==> src/rtl/ssp_pkg.sv <==
package ssp_pkg;
  typedef enum logic [1:0] {
    ST_IDLE  = 2'd0,
    ST_FRAME = 2'd1,
    ST_SHIFT = 2'd2
  } ssp_state_e;
endpackage

==> src/rtl/ssp_clk_gen.sv <==
module ssp_clk_gen #(
  parameter int DIV_W = 8
) (
  input  logic             clk_i,
  input  logic             rst_ni,
  input  logic [DIV_W-1:0] div_i,
  output logic             sclk_o,
  output logic             rise_o,
  output logic             fall_o
);
  logic [DIV_W-1:0] cnt_q;
  logic             sclk_q;
  logic             tick;

  assign tick   = (cnt_q >= div_i);
  assign rise_o = tick & ~sclk_q;
  assign fall_o = tick &  sclk_q;
  assign sclk_o = sclk_q;

  always_ff @(posedge clk_i or negedge rst_ni) begin
    if (!rst_ni) begin
      cnt_q  <= '0;
      sclk_q <= 1'b0;
    end else if (tick) begin
      cnt_q  <= '0;
      sclk_q <= ~sclk_q;
    end else begin
      cnt_q  <= cnt_q + 1'b1;
    end
  end
endmodule

==> src/rtl/ssp_hold.sv <==
module ssp_hold #(
  parameter int MAX_W = 32,
  parameter int LEN_W = 5
) (
  input  logic             clk_i,
  input  logic             rst_ni,
  input  logic             ld_valid_i,
  input  logic [MAX_W-1:0] ld_data_i,
  input  logic [LEN_W-1:0] len_i,
  input  logic             win_i,
  input  logic             take_i,
  output logic             ready_o,
  output logic             avail_o,
  output logic [MAX_W-1:0] word_o,
  output logic [LEN_W-1:0] len_o
);
  logic             pend_q;
  logic [MAX_W-1:0] word_q;
  logic [LEN_W-1:0] len_q;
  logic             accept;

  assign ready_o = ~pend_q & win_i;
  assign accept  = ld_valid_i & ready_o;
  // bypass so a word accepted on a start edge is used at once
  assign avail_o = pend_q | accept;
  assign word_o  = pend_q ? word_q : ld_data_i;
  assign len_o   = pend_q ? len_q  : len_i;

  always_ff @(posedge clk_i or negedge rst_ni) begin
    if (!rst_ni) begin
      pend_q <= 1'b0;
      word_q <= '0;
      len_q  <= '0;
    end else if (take_i) begin
      pend_q <= 1'b0;
    end else if (accept) begin
      pend_q <= 1'b1;
      word_q <= ld_data_i;
      len_q  <= len_i;
    end
  end
endmodule

==> src/rtl/ssp_seq.sv <==
module ssp_seq
  import ssp_pkg::*;
#(
  parameter int MAX_W = 32,
  parameter int LEN_W = 5
) (
  input  logic             clk_i,
  input  logic             rst_ni,
  input  logic             rise_i,
  input  logic             fall_i,
  input  logic             late_i,
  input  logic             avail_i,
  input  logic [MAX_W-1:0] word_i,
  input  logic [LEN_W-1:0] len_i,
  input  logic             rxd_i,
  output logic             take_o,
  output logic             win_o,
  output logic             frm_o,
  output logic             txd_o,
  output logic             drive_o,
  output logic [MAX_W-1:0] rx_data_o,
  output logic             rx_valid_o
);
  localparam logic [LEN_W-1:0] TOP = LEN_W'(MAX_W - 1);

  ssp_state_e       state_q;
  logic [LEN_W-1:0] cnt_q;
  logic [LEN_W-1:0] len_q;
  logic [MAX_W-1:0] sr_q;
  logic [MAX_W-1:0] rx_sr_q;
  logic             frm_q;
  logic             drive_q;
  logic             lsb;

  assign lsb     = (state_q == ST_SHIFT) && (cnt_q == '0);
  assign win_o   = (state_q == ST_IDLE) || lsb;
  assign take_o  = rise_i & avail_i & win_o;
  assign txd_o   = sr_q[MAX_W-1];
  assign frm_o   = frm_q;
  assign drive_o = drive_q;

  always_ff @(posedge clk_i or negedge rst_ni) begin
    if (!rst_ni) begin
      state_q    <= ST_IDLE;
      cnt_q      <= '0;
      len_q      <= '0;
      sr_q       <= '0;
      rx_sr_q    <= '0;
      frm_q      <= 1'b0;
      drive_q    <= 1'b0;
      rx_data_o  <= '0;
      rx_valid_o <= 1'b0;
    end else begin
      rx_valid_o <= 1'b0;
      if (take_o) begin
        sr_q    <= word_i << (TOP - len_i);  // left-align, MSB on txd
        len_q   <= len_i;
        rx_sr_q <= '0;
        frm_q   <= 1'b1;
        drive_q <= 1'b0;
        state_q <= ST_FRAME;
      end else if (rise_i) begin
        unique case (state_q)
          ST_FRAME: begin
            frm_q   <= 1'b0;
            drive_q <= 1'b1;
            cnt_q   <= len_q;
            state_q <= ST_SHIFT;
          end
          ST_SHIFT: begin
            if (cnt_q == '0) begin
              drive_q <= 1'b0;
              state_q <= ST_IDLE;  // sr_q kept: txd holds LSB
            end else begin
              sr_q  <= sr_q << 1;
              cnt_q <= cnt_q - 1'b1;
            end
          end
          default: ;
        endcase
      end
      if (fall_i && state_q == ST_SHIFT) begin
        rx_sr_q <= {rx_sr_q[MAX_W-2:0], rxd_i};
        if (cnt_q == '0) begin
          rx_data_o  <= {rx_sr_q[MAX_W-2:0], rxd_i};
          rx_valid_o <= 1'b1;
          if (!late_i) drive_q <= 1'b0;
        end
      end
    end
  end
endmodule

==> src/rtl/ssp_tx_engine.sv <==
module ssp_tx_engine #(
  parameter int MAX_W = 32,
  parameter int DIV_W = 8,
  parameter int LEN_W = $clog2(MAX_W)
) (
  input  logic             clk_i,
  input  logic             rst_ni,
  input  logic [DIV_W-1:0] div_i,
  input  logic             tte_i,
  input  logic             late_i,
  input  logic             ld_valid_i,
  input  logic [MAX_W-1:0] ld_data_i,
  input  logic [LEN_W-1:0] len_i,
  output logic             ld_ready_o,
  output logic             sclk_o,
  output logic             frm_o,
  output logic             txd_o,
  output logic             oe_o,
  input  logic             rxd_i,
  output logic [MAX_W-1:0] rx_data_o,
  output logic             rx_valid_o
);
  localparam logic [LEN_W-1:0] MIN_LEN = LEN_W'(3);

  logic             rise, fall, win, take, avail, drive;
  logic [LEN_W-1:0] len_eff, len_sel;
  logic [MAX_W-1:0] word_sel;

  assign len_eff = (len_i < MIN_LEN) ? MIN_LEN : len_i;

  ssp_clk_gen #(.DIV_W(DIV_W)) i_clk_gen (
    .clk_i  (clk_i),
    .rst_ni (rst_ni),
    .div_i  (div_i),
    .sclk_o (sclk_o),
    .rise_o (rise),
    .fall_o (fall)
  );

  ssp_hold #(.MAX_W(MAX_W), .LEN_W(LEN_W)) i_hold (
    .clk_i      (clk_i),
    .rst_ni     (rst_ni),
    .ld_valid_i (ld_valid_i),
    .ld_data_i  (ld_data_i),
    .len_i      (len_eff),
    .win_i      (win),
    .take_i     (take),
    .ready_o    (ld_ready_o),
    .avail_o    (avail),
    .word_o     (word_sel),
    .len_o      (len_sel)
  );

  ssp_seq #(.MAX_W(MAX_W), .LEN_W(LEN_W)) i_seq (
    .clk_i      (clk_i),
    .rst_ni     (rst_ni),
    .rise_i     (rise),
    .fall_i     (fall),
    .late_i     (late_i),
    .avail_i    (avail),
    .word_i     (word_sel),
    .len_i      (len_sel),
    .rxd_i      (rxd_i),
    .take_o     (take),
    .win_o      (win),
    .frm_o      (frm_o),
    .txd_o      (txd_o),
    .drive_o    (drive),
    .rx_data_o  (rx_data_o),
    .rx_valid_o (rx_valid_o)
  );

  assign oe_o = ~tte_i | drive;
endmodule

==> config.mk <==
export PLATFORM = sky130hd
export DESIGN_NAME = ssp_tx_engine
export DESIGN_NICKNAME = d
export VERILOG_FILES = /design/src/rtl/ssp_pkg.sv /design/src/rtl/ssp_clk_gen.sv /design/src/rtl/ssp_hold.sv /design/src/rtl/ssp_seq.sv /design/src/rtl/ssp_tx_engine.sv
export SDC_FILE = /design/constraint.sdc
export NUM_CORES = 1
export LEC_CHECK = 0
export ABC_AREA = 1
export BUFFER_PORTS_ARGS = -buffer_cell sky130_fd_sc_hd__buf_2
export CORE_ASPECT_RATIO = 0.9
export CORE_MARGIN = 4
export CORE_UTILIZATION = 30
export DETAILED_ROUTE_END_ITERATION = 16
export GPL_TIMING_DRIVEN = 0
export MAX_ROUTING_LAYER = met4
export PLACE_DENSITY_LB_ADDON = 0.25
export SETUP_SLACK_MARGIN = 0.2
export SLEW_MARGIN = 20
export SYNTH_ARGS = -nofsm -noshare
export SYNTH_HDL_FRONTEND = slang
export SYNTH_SLANG_ARGS = --single-unit
==> constraint.sdc <==
create_clock -name clk_i -period 2.45 [get_ports clk_i]
set_clock_uncertainty 0.2 [all_clocks]
set_input_delay 0.1225 -clock clk_i [delete_from_list [all_inputs] [get_ports clk_i]]
set_output_delay 0.1225 -clock clk_i [all_outputs]
set_load 0.05 [all_outputs]
### After elaboration in Yosys (flattened, before gate mapping)

Index checks and enable logic that the tools add are counted.
Widths: inputs -> output; s select.

* flip-flop bits (word level): 157
* latch bits: 0
* bits in writable memories: 0
* memory bits (read-only): 0
* input port bits: 51
* output and inout port bits: 38
* word-level logic and storage cells: 85
* memories kept: 0

* add/subtract/negate cells: 3
* multipliers: 0
* divide/modulo/power cells: 0
* $lt $le $gt $ge: 2
* equal/unequal tests: 5
* shift operators: 1
* muxes and demuxes: 30
* bitwise gates (word level): 12
* reduce and logical (&&, ||, !) cells: 18

Operator list (count)
* $mux 32: 5
* $mux 31: 2
* $shl 32x5->32: 1
* $mux 5: 3
* $mux 1: 13
* $reduce_bool 2->1: 6
* $pmux 5 s2: 1
* $add 8x1->8 const B: 1
* $ge 8x8->1: 1
* $mux 8: 1
* $and 1x1->1: 6
* $mux 2: 3
* $reduce_and 2->1: 3
* $reduce_and 3->1: 2
* $logic_not 5->1: 1
* $lt 5x2->1 const B: 1
* $sub 5x1->5 const B: 1
* $sub 5x5->5 const A: 1
* $ne 2x2->1 const B: 2
* $not 1->1: 4
* $pmux 2 s2: 1
* $reduce_and 4->1: 1
* $ne 3x3->1 const B: 1
* $reduce_bool 3->1: 1
* 7 further kinds: 9

### Logic depth before layout (Yosys ltp)

* word-level depth: 12
* depth in mapped cells: 16

### By module

Synthesis repeated with hierarchy kept, for this count alone.

* cells, all modules: 1253
* area total of the unflattened synthesis: 8954.8 um2

By module, submodules not included
* ssp_seq: times used 1, cells each 869, area an instance 6197.2 um2, seq. area each 2752.6 um2
* ssp_hold: times used 1, cells each 291, area an instance 2074.5 um2, seq. area each 950.9 um2
* ssp_clk_gen: times used 1, cells each 80, area an instance 633.1 um2, seq. area each 225.2 um2
* ssp_tx_engine: times used 1, cells each 13, area an instance 50.0 um2, seq. area each 0.0 um2

### Worst setup path before layout

OpenSTA, ideal clock, no wires.

* path type: register to register
* from: register i_seq.cnt_q[0]
* to: register i_hold.word_q[1]
* data arrival time: 2389 ps
* required time: 2124 ps
* path slack: -265 ps
* cell stages (with the launch flop): 14
* buffers on the path: 2
* clock period less this slack: 2715 ps
* cells stage by stage: dfrtp_1 > inv_1 > ha_1 > nand2_1 > nor2_2 > nand2_1 > nand2_2 > inv_2 > nor2_1 > nand2_1 > nor2_1 > buf_2 > buf_2 > o21ai_0

* longest elaborated chain between the ends: 10

RTL lines
* from (decl): RTL line ssp_seq.sv:27 `logic [LEN_W-1:0] cnt_q;`
* from (signal assigned): RTL line ssp_seq.sv:67 `cnt_q <= len_q;`
* from (signal assigned): RTL line ssp_seq.sv:76 `cnt_q <= cnt_q - 1'b1;`
* $logic_not 5->1 *: RTL line ssp_seq.sv:35 `assign lsb = (state_q == ST_SHIFT) && (cnt_q == '0);`
* $logic_and 1x1->1 *: RTL line ssp_seq.sv:35
* $logic_or 1x1->1 *: RTL line ssp_seq.sv:36 `assign win_o = (state_q == ST_IDLE) || lsb;`
* $and 1x1->1 *: RTL line ssp_hold.sv:22 `assign ready_o = ~pend_q & win_i;`
* named net ld_ready_o: RTL line ssp_tx_engine.sv:14 `output logic ld_ready_o,`
* $and 1x1->1 *: RTL line ssp_hold.sv:23 `assign accept = ld_valid_i & ready_o;`
* $or 1x1->1: RTL line ssp_hold.sv:25 `assign avail_o = pend_q | accept;`
* $and 1x1->1 (2 in series): RTL line ssp_seq.sv:37 `assign take_o = rise_i & avail_i & win_o;`
* $not 1->1 (no source line)
* $reduce_and 2->1 (no source line) *
* to (signal assigned): RTL line ssp_hold.sv:38 `word_q <= ld_data_i;`
* to (decl): RTL line ssp_hold.sv:18 `logic [MAX_W-1:0] word_q;`

Mark *: on every way through the listed nets, which the timed path passes. The rest lies on a longest branch.
A chain may end at the register's enable or synchronous reset.

### Final worst setup path

* from: register i_clk_gen.cnt_q[6]
* to: register i_seq.sr_q[26]

* longest elaborated chain between the ends: 6

RTL lines
* from (decl): RTL line ssp_clk_gen.sv:11 `logic [DIV_W-1:0] cnt_q;`
* from (signal assigned): RTL line ssp_clk_gen.sv:28 `cnt_q <= cnt_q + 1'b1;`
* $ge 8x8->1 *: RTL line ssp_clk_gen.sv:15 `assign tick = (cnt_q >= div_i);`
* $and 1x1->1 *: RTL line ssp_clk_gen.sv:16 `assign rise_o = tick & ~sclk_q;`
* $and 1x1->1 (2 in series): RTL line ssp_seq.sv:37
* $ne 2x2->1 (no source line) or $reduce_bool 2->1 (tied branches)
* $reduce_and 3->1 (no source line)
* to (signal assigned): RTL line ssp_seq.sv:56 `sr_q <= word_i << (TOP - len_i);`
* to (signal assigned): RTL line ssp_seq.sv:75 `sr_q <= sr_q << 1;`
* to (decl): RTL line ssp_seq.sv:29 `logic [MAX_W-1:0] sr_q;`

Mark *: on every way between the ends. The rest lies on a longest branch, timed or not.

==> reports/metrics.yaml <==
setup_total_negative_slack_ns: 0
largest_family_of_logic_cells_by_synthesized_area: "simple AND/OR/NAND/NOR gates"
grt_overflow_total: 0
synth_cells: 1222
cap_viol_max_count: 0
synth-adder-area-share_pct: 1.98
drt-total-wl_um: 28500
ys_seq_elements: 157
detail-route-antenna-nets: 0
holdCritPathClass: "primary input to flop"
synth.largest_area_cell: "dfrtp_1"
post_synth_and_or_nand_nor_area_fraction_pct: 31.9
path_clk_slew_ns: 0.08
number_of_warnings_reported_in_the_yosys_synthesis_log: 0
die-height_um: 171
worst_pin_slew_ns: 0.495
cp_data_arrival_time_ns: 2.53
period_share_pct: 96.6
syn2layout_area_growth_pct: 44.2
synth_mux_area_share_pct: 0
post_route_cells_drive_above_1_share_pct: 29.2
die_x_um: 189
yosysTopAreaCellShare_pct: 44.4
final_net_count: 1499
h-tree-depth: 4
route.met2.wl_um: 12600
async_reset_ff_share_pct: 100
synth_flop_cell: "dfrtp_1"
avg_inst_size_synth_um2: 7.24
io_buffer_count: 88
synth_top_cells_by_count: "nand2_1, nand3_1, dfrtp_1"
grt_pass1_vias: 8597
post_synth_xor_area_fraction_pct: 0.495
synth.lib_cells_used.distinct: 36
timing_worst_setup_path_type: "flop to flop"
vdd.ir_drop.worst_mv: 0.599
synth_sequential_area_ratio_pct: 44.4
period_needed_ns: 2.37
post-route-drc-count: 0
rows: 59
worst-path-max-fanout: 7
critical_path_required_ns: 2.62
vias_per_cell: 4.80
place.gp.congestion: 0.961
via_count: 8839
ctsRootBufferMaster: "clkbuf_16"
cts_sinks: 157
fillers: 2890
highest-signal-layer: "met4"
critPathLaunchType: "flop"
hold_path_depth: 6
routedWlPerCell_um: 15.5
floorplan.die_area_mm2: 0.0323
power.leakage_nw: 6.24
routed-wl-met3_um: 1420
max_slew_violation_count: 0
pin_count_of_the_biggest_net_entering_global_routing: 63
drt-met1-wl_um: 14100
slew_headroom_pct: 67.0
num_io_pins: 89
synthTopCellsByArea: "dfrtp_1, nand2_1, nand3_1"
clkLatencyLatePin_ns: 0.45
cts_buffers: 17
grt_pass1_wl_um: 45700
synth-compound-area-share_pct: 11.9
status: "finished, final reports clean"
gr-usage-all-layers_pct: 18.1
unrepaired_setup_endpoints_after_global_routing: "true"
clock_tree.buffer_depth: 2
cellPowerDensity_mw_per_mm2: 1370
number_of_antenna_violations_at_the_first_check_in_global_routing: 0
yosys.cell_count.top_type: "nand2_1"
worst_r2r_path_depth: 12
antenna_cells: 0
dpl.hpwl_um: 20100
postSynthNetCount: 1287
core_area_mm2: 0.0290
first_pass_iters: 8
tritoncts: "yes"
setup_viol_count_final: 0
timing.critical_path.to_type: "flop"
achievable-frequency_mhz: 422
mapped_area_mm2: 0.00885
final_hold_viol_count: 0
synth_edf_count: 0
initialDrtViolationCount: 782
initial_core_util_pct: 30.5
final_core_util_pct: 44.0
## cells by family after synthesis
kind of cell	Yosys count
AND/OR/NAND/NOR	657
flip-flops	157
XOR/XNOR	5
AO/OA/AOI/OAI	196
buffers and inverters	193
adder cells (fa/ha/maj)	14
## flip-flops by register name, indices dropped and copies added, names as in the netlist, 5 cells and up
signal           flops
i_seq.len_q          5
i_seq.rx_data_o     32
i_hold.len_q         5
i_seq.sr_q          32
i_seq.rx_sr_q       31
i_seq.cnt_q          5
i_hold.word_q       32
i_clk_gen.cnt_q      8
## critical path, cell delays in order, from the launching register on
cell and delay, ns:
dfrtp_1 0.39, ha_1 0.32, nand2_4 0.06, nor2_4 0.10, nand4_1 0.10, nand3_2 0.13, nand2_4 0.12, nor3_4 0.16
buf_6 0.21, buf_6 0.12, buf_6 0.12, nand3_1 0.12, a21oi_2 0.14
## layout by cell type (no fill, tap or decap), drive strengths merged
cell / netlist / final
clkinv: 0 / 7
and3: 1 / 1
o21ai: 125 / 125
a21oi: 38 / 39
inv: 120 / 126
xor2: 5 / 5
nand4: 4 / 4
dlygate4sd3: 0 / 43
nor3: 6 / 6
o21bai: 1 / 1
a31oi: 1 / 1
nor3b: 2 / 2
ha: 14 / 14
dfrtp: 157 / 157
nand2: 354 / 354
clkinvlp: 0 / 3
nand3: 209 / 209
clkbuf: 24 / 41
o22ai: 30 / 30
nand3b: 4 / 4
o21a: 1 / 1
nor2: 72 / 72
or2: 5 / 5
buf: 49 / 197
## repair_timing
item                                   in CTS  in global routing
cloned                                      7                  4
endpoints found under the hold margin     198                  0
setup buffers                              26                 24
hold buffers                               44                  0
pin swaps                                  21                 30
setup endpoints to repair                 147                147
resized for setup                         171                253
## per-stage QoR
stage | power [mW] | hold slack (ns) | setup slack [ns] | instances | area (um^2)
floorplan | 10.3 | -0.373 | 0.183 | 1222 | 8870
global placement | 12.7 | 0.145 | -1.58 | 1706 | 9800
detailed placement | 12.8 | -0.158 | -0.545 | 1708 | 9870
CTS | 16.2 | 0.0868 | 0.0404 | 1815 | 11700
global route | 19.0 | 0.0927 | -0.0444 | 1843 | 12800
finish | 17.6 | 0.0346 | 0.0823 | 1843 | 12800
## where the power goes
group	internal [mW]	leakage (nW)	switching [mW]	total, mW
clock	1.41	0.304	1.37	2.78
combinational	3.82	3.93	6.98	10.8
sequential	3.53	2.00	0.450	3.97
## final cells by class
class                      instances  area (um^2)  area share (%)
buffer                            71          749            5.87
clock buffer                      17          425            3.33
clock inverter                    15          204            1.60
inverter                         120          478            3.74
multi-input combinational        873         4900            38.4
sequential                       157         3930            30.8
tap                              396          495            3.88
timing repair buffer             193         1580            12.4
timing repair inverter             1         7.51          0.0588
## worst paths after layout
path / startpoint / to / slack [ns]
worst max register to register: i_clk_gen.cnt_q[6]$_DFF_PN0_ / i_seq.sr_q[26]$_DFFE_PN0P_ / 0.08
worst min-delay path: len_i[4] / i_hold.len_q[1]$_DFFE_PN0P_ / 0.03
worst min register to register: i_hold.len_q[4]$_DFFE_PN0P_ / i_hold.len_q[4]$_DFFE_PN0P_ / 0.27
max in group asynchronous: rst_ni / i_hold.pend_q$_DFFE_PN0P_ / 1.02
min in group asynchronous: rst_ni / i_hold.word_q[10]$_DFFE_PN0P_ / 0.46
worst max-delay path: i_clk_gen.cnt_q[6]$_DFF_PN0_ / i_seq.sr_q[26]$_DFFE_PN0P_ / 0.08
## metal layers
layer,GRT usage (%),vias up
li1,-,4444
met1,25.9,4135
met2,26.8,226
met3,3.12,34
met4,4.24,0
met5,-,-
Note: power is estimated with default switching activity, not from simulation.
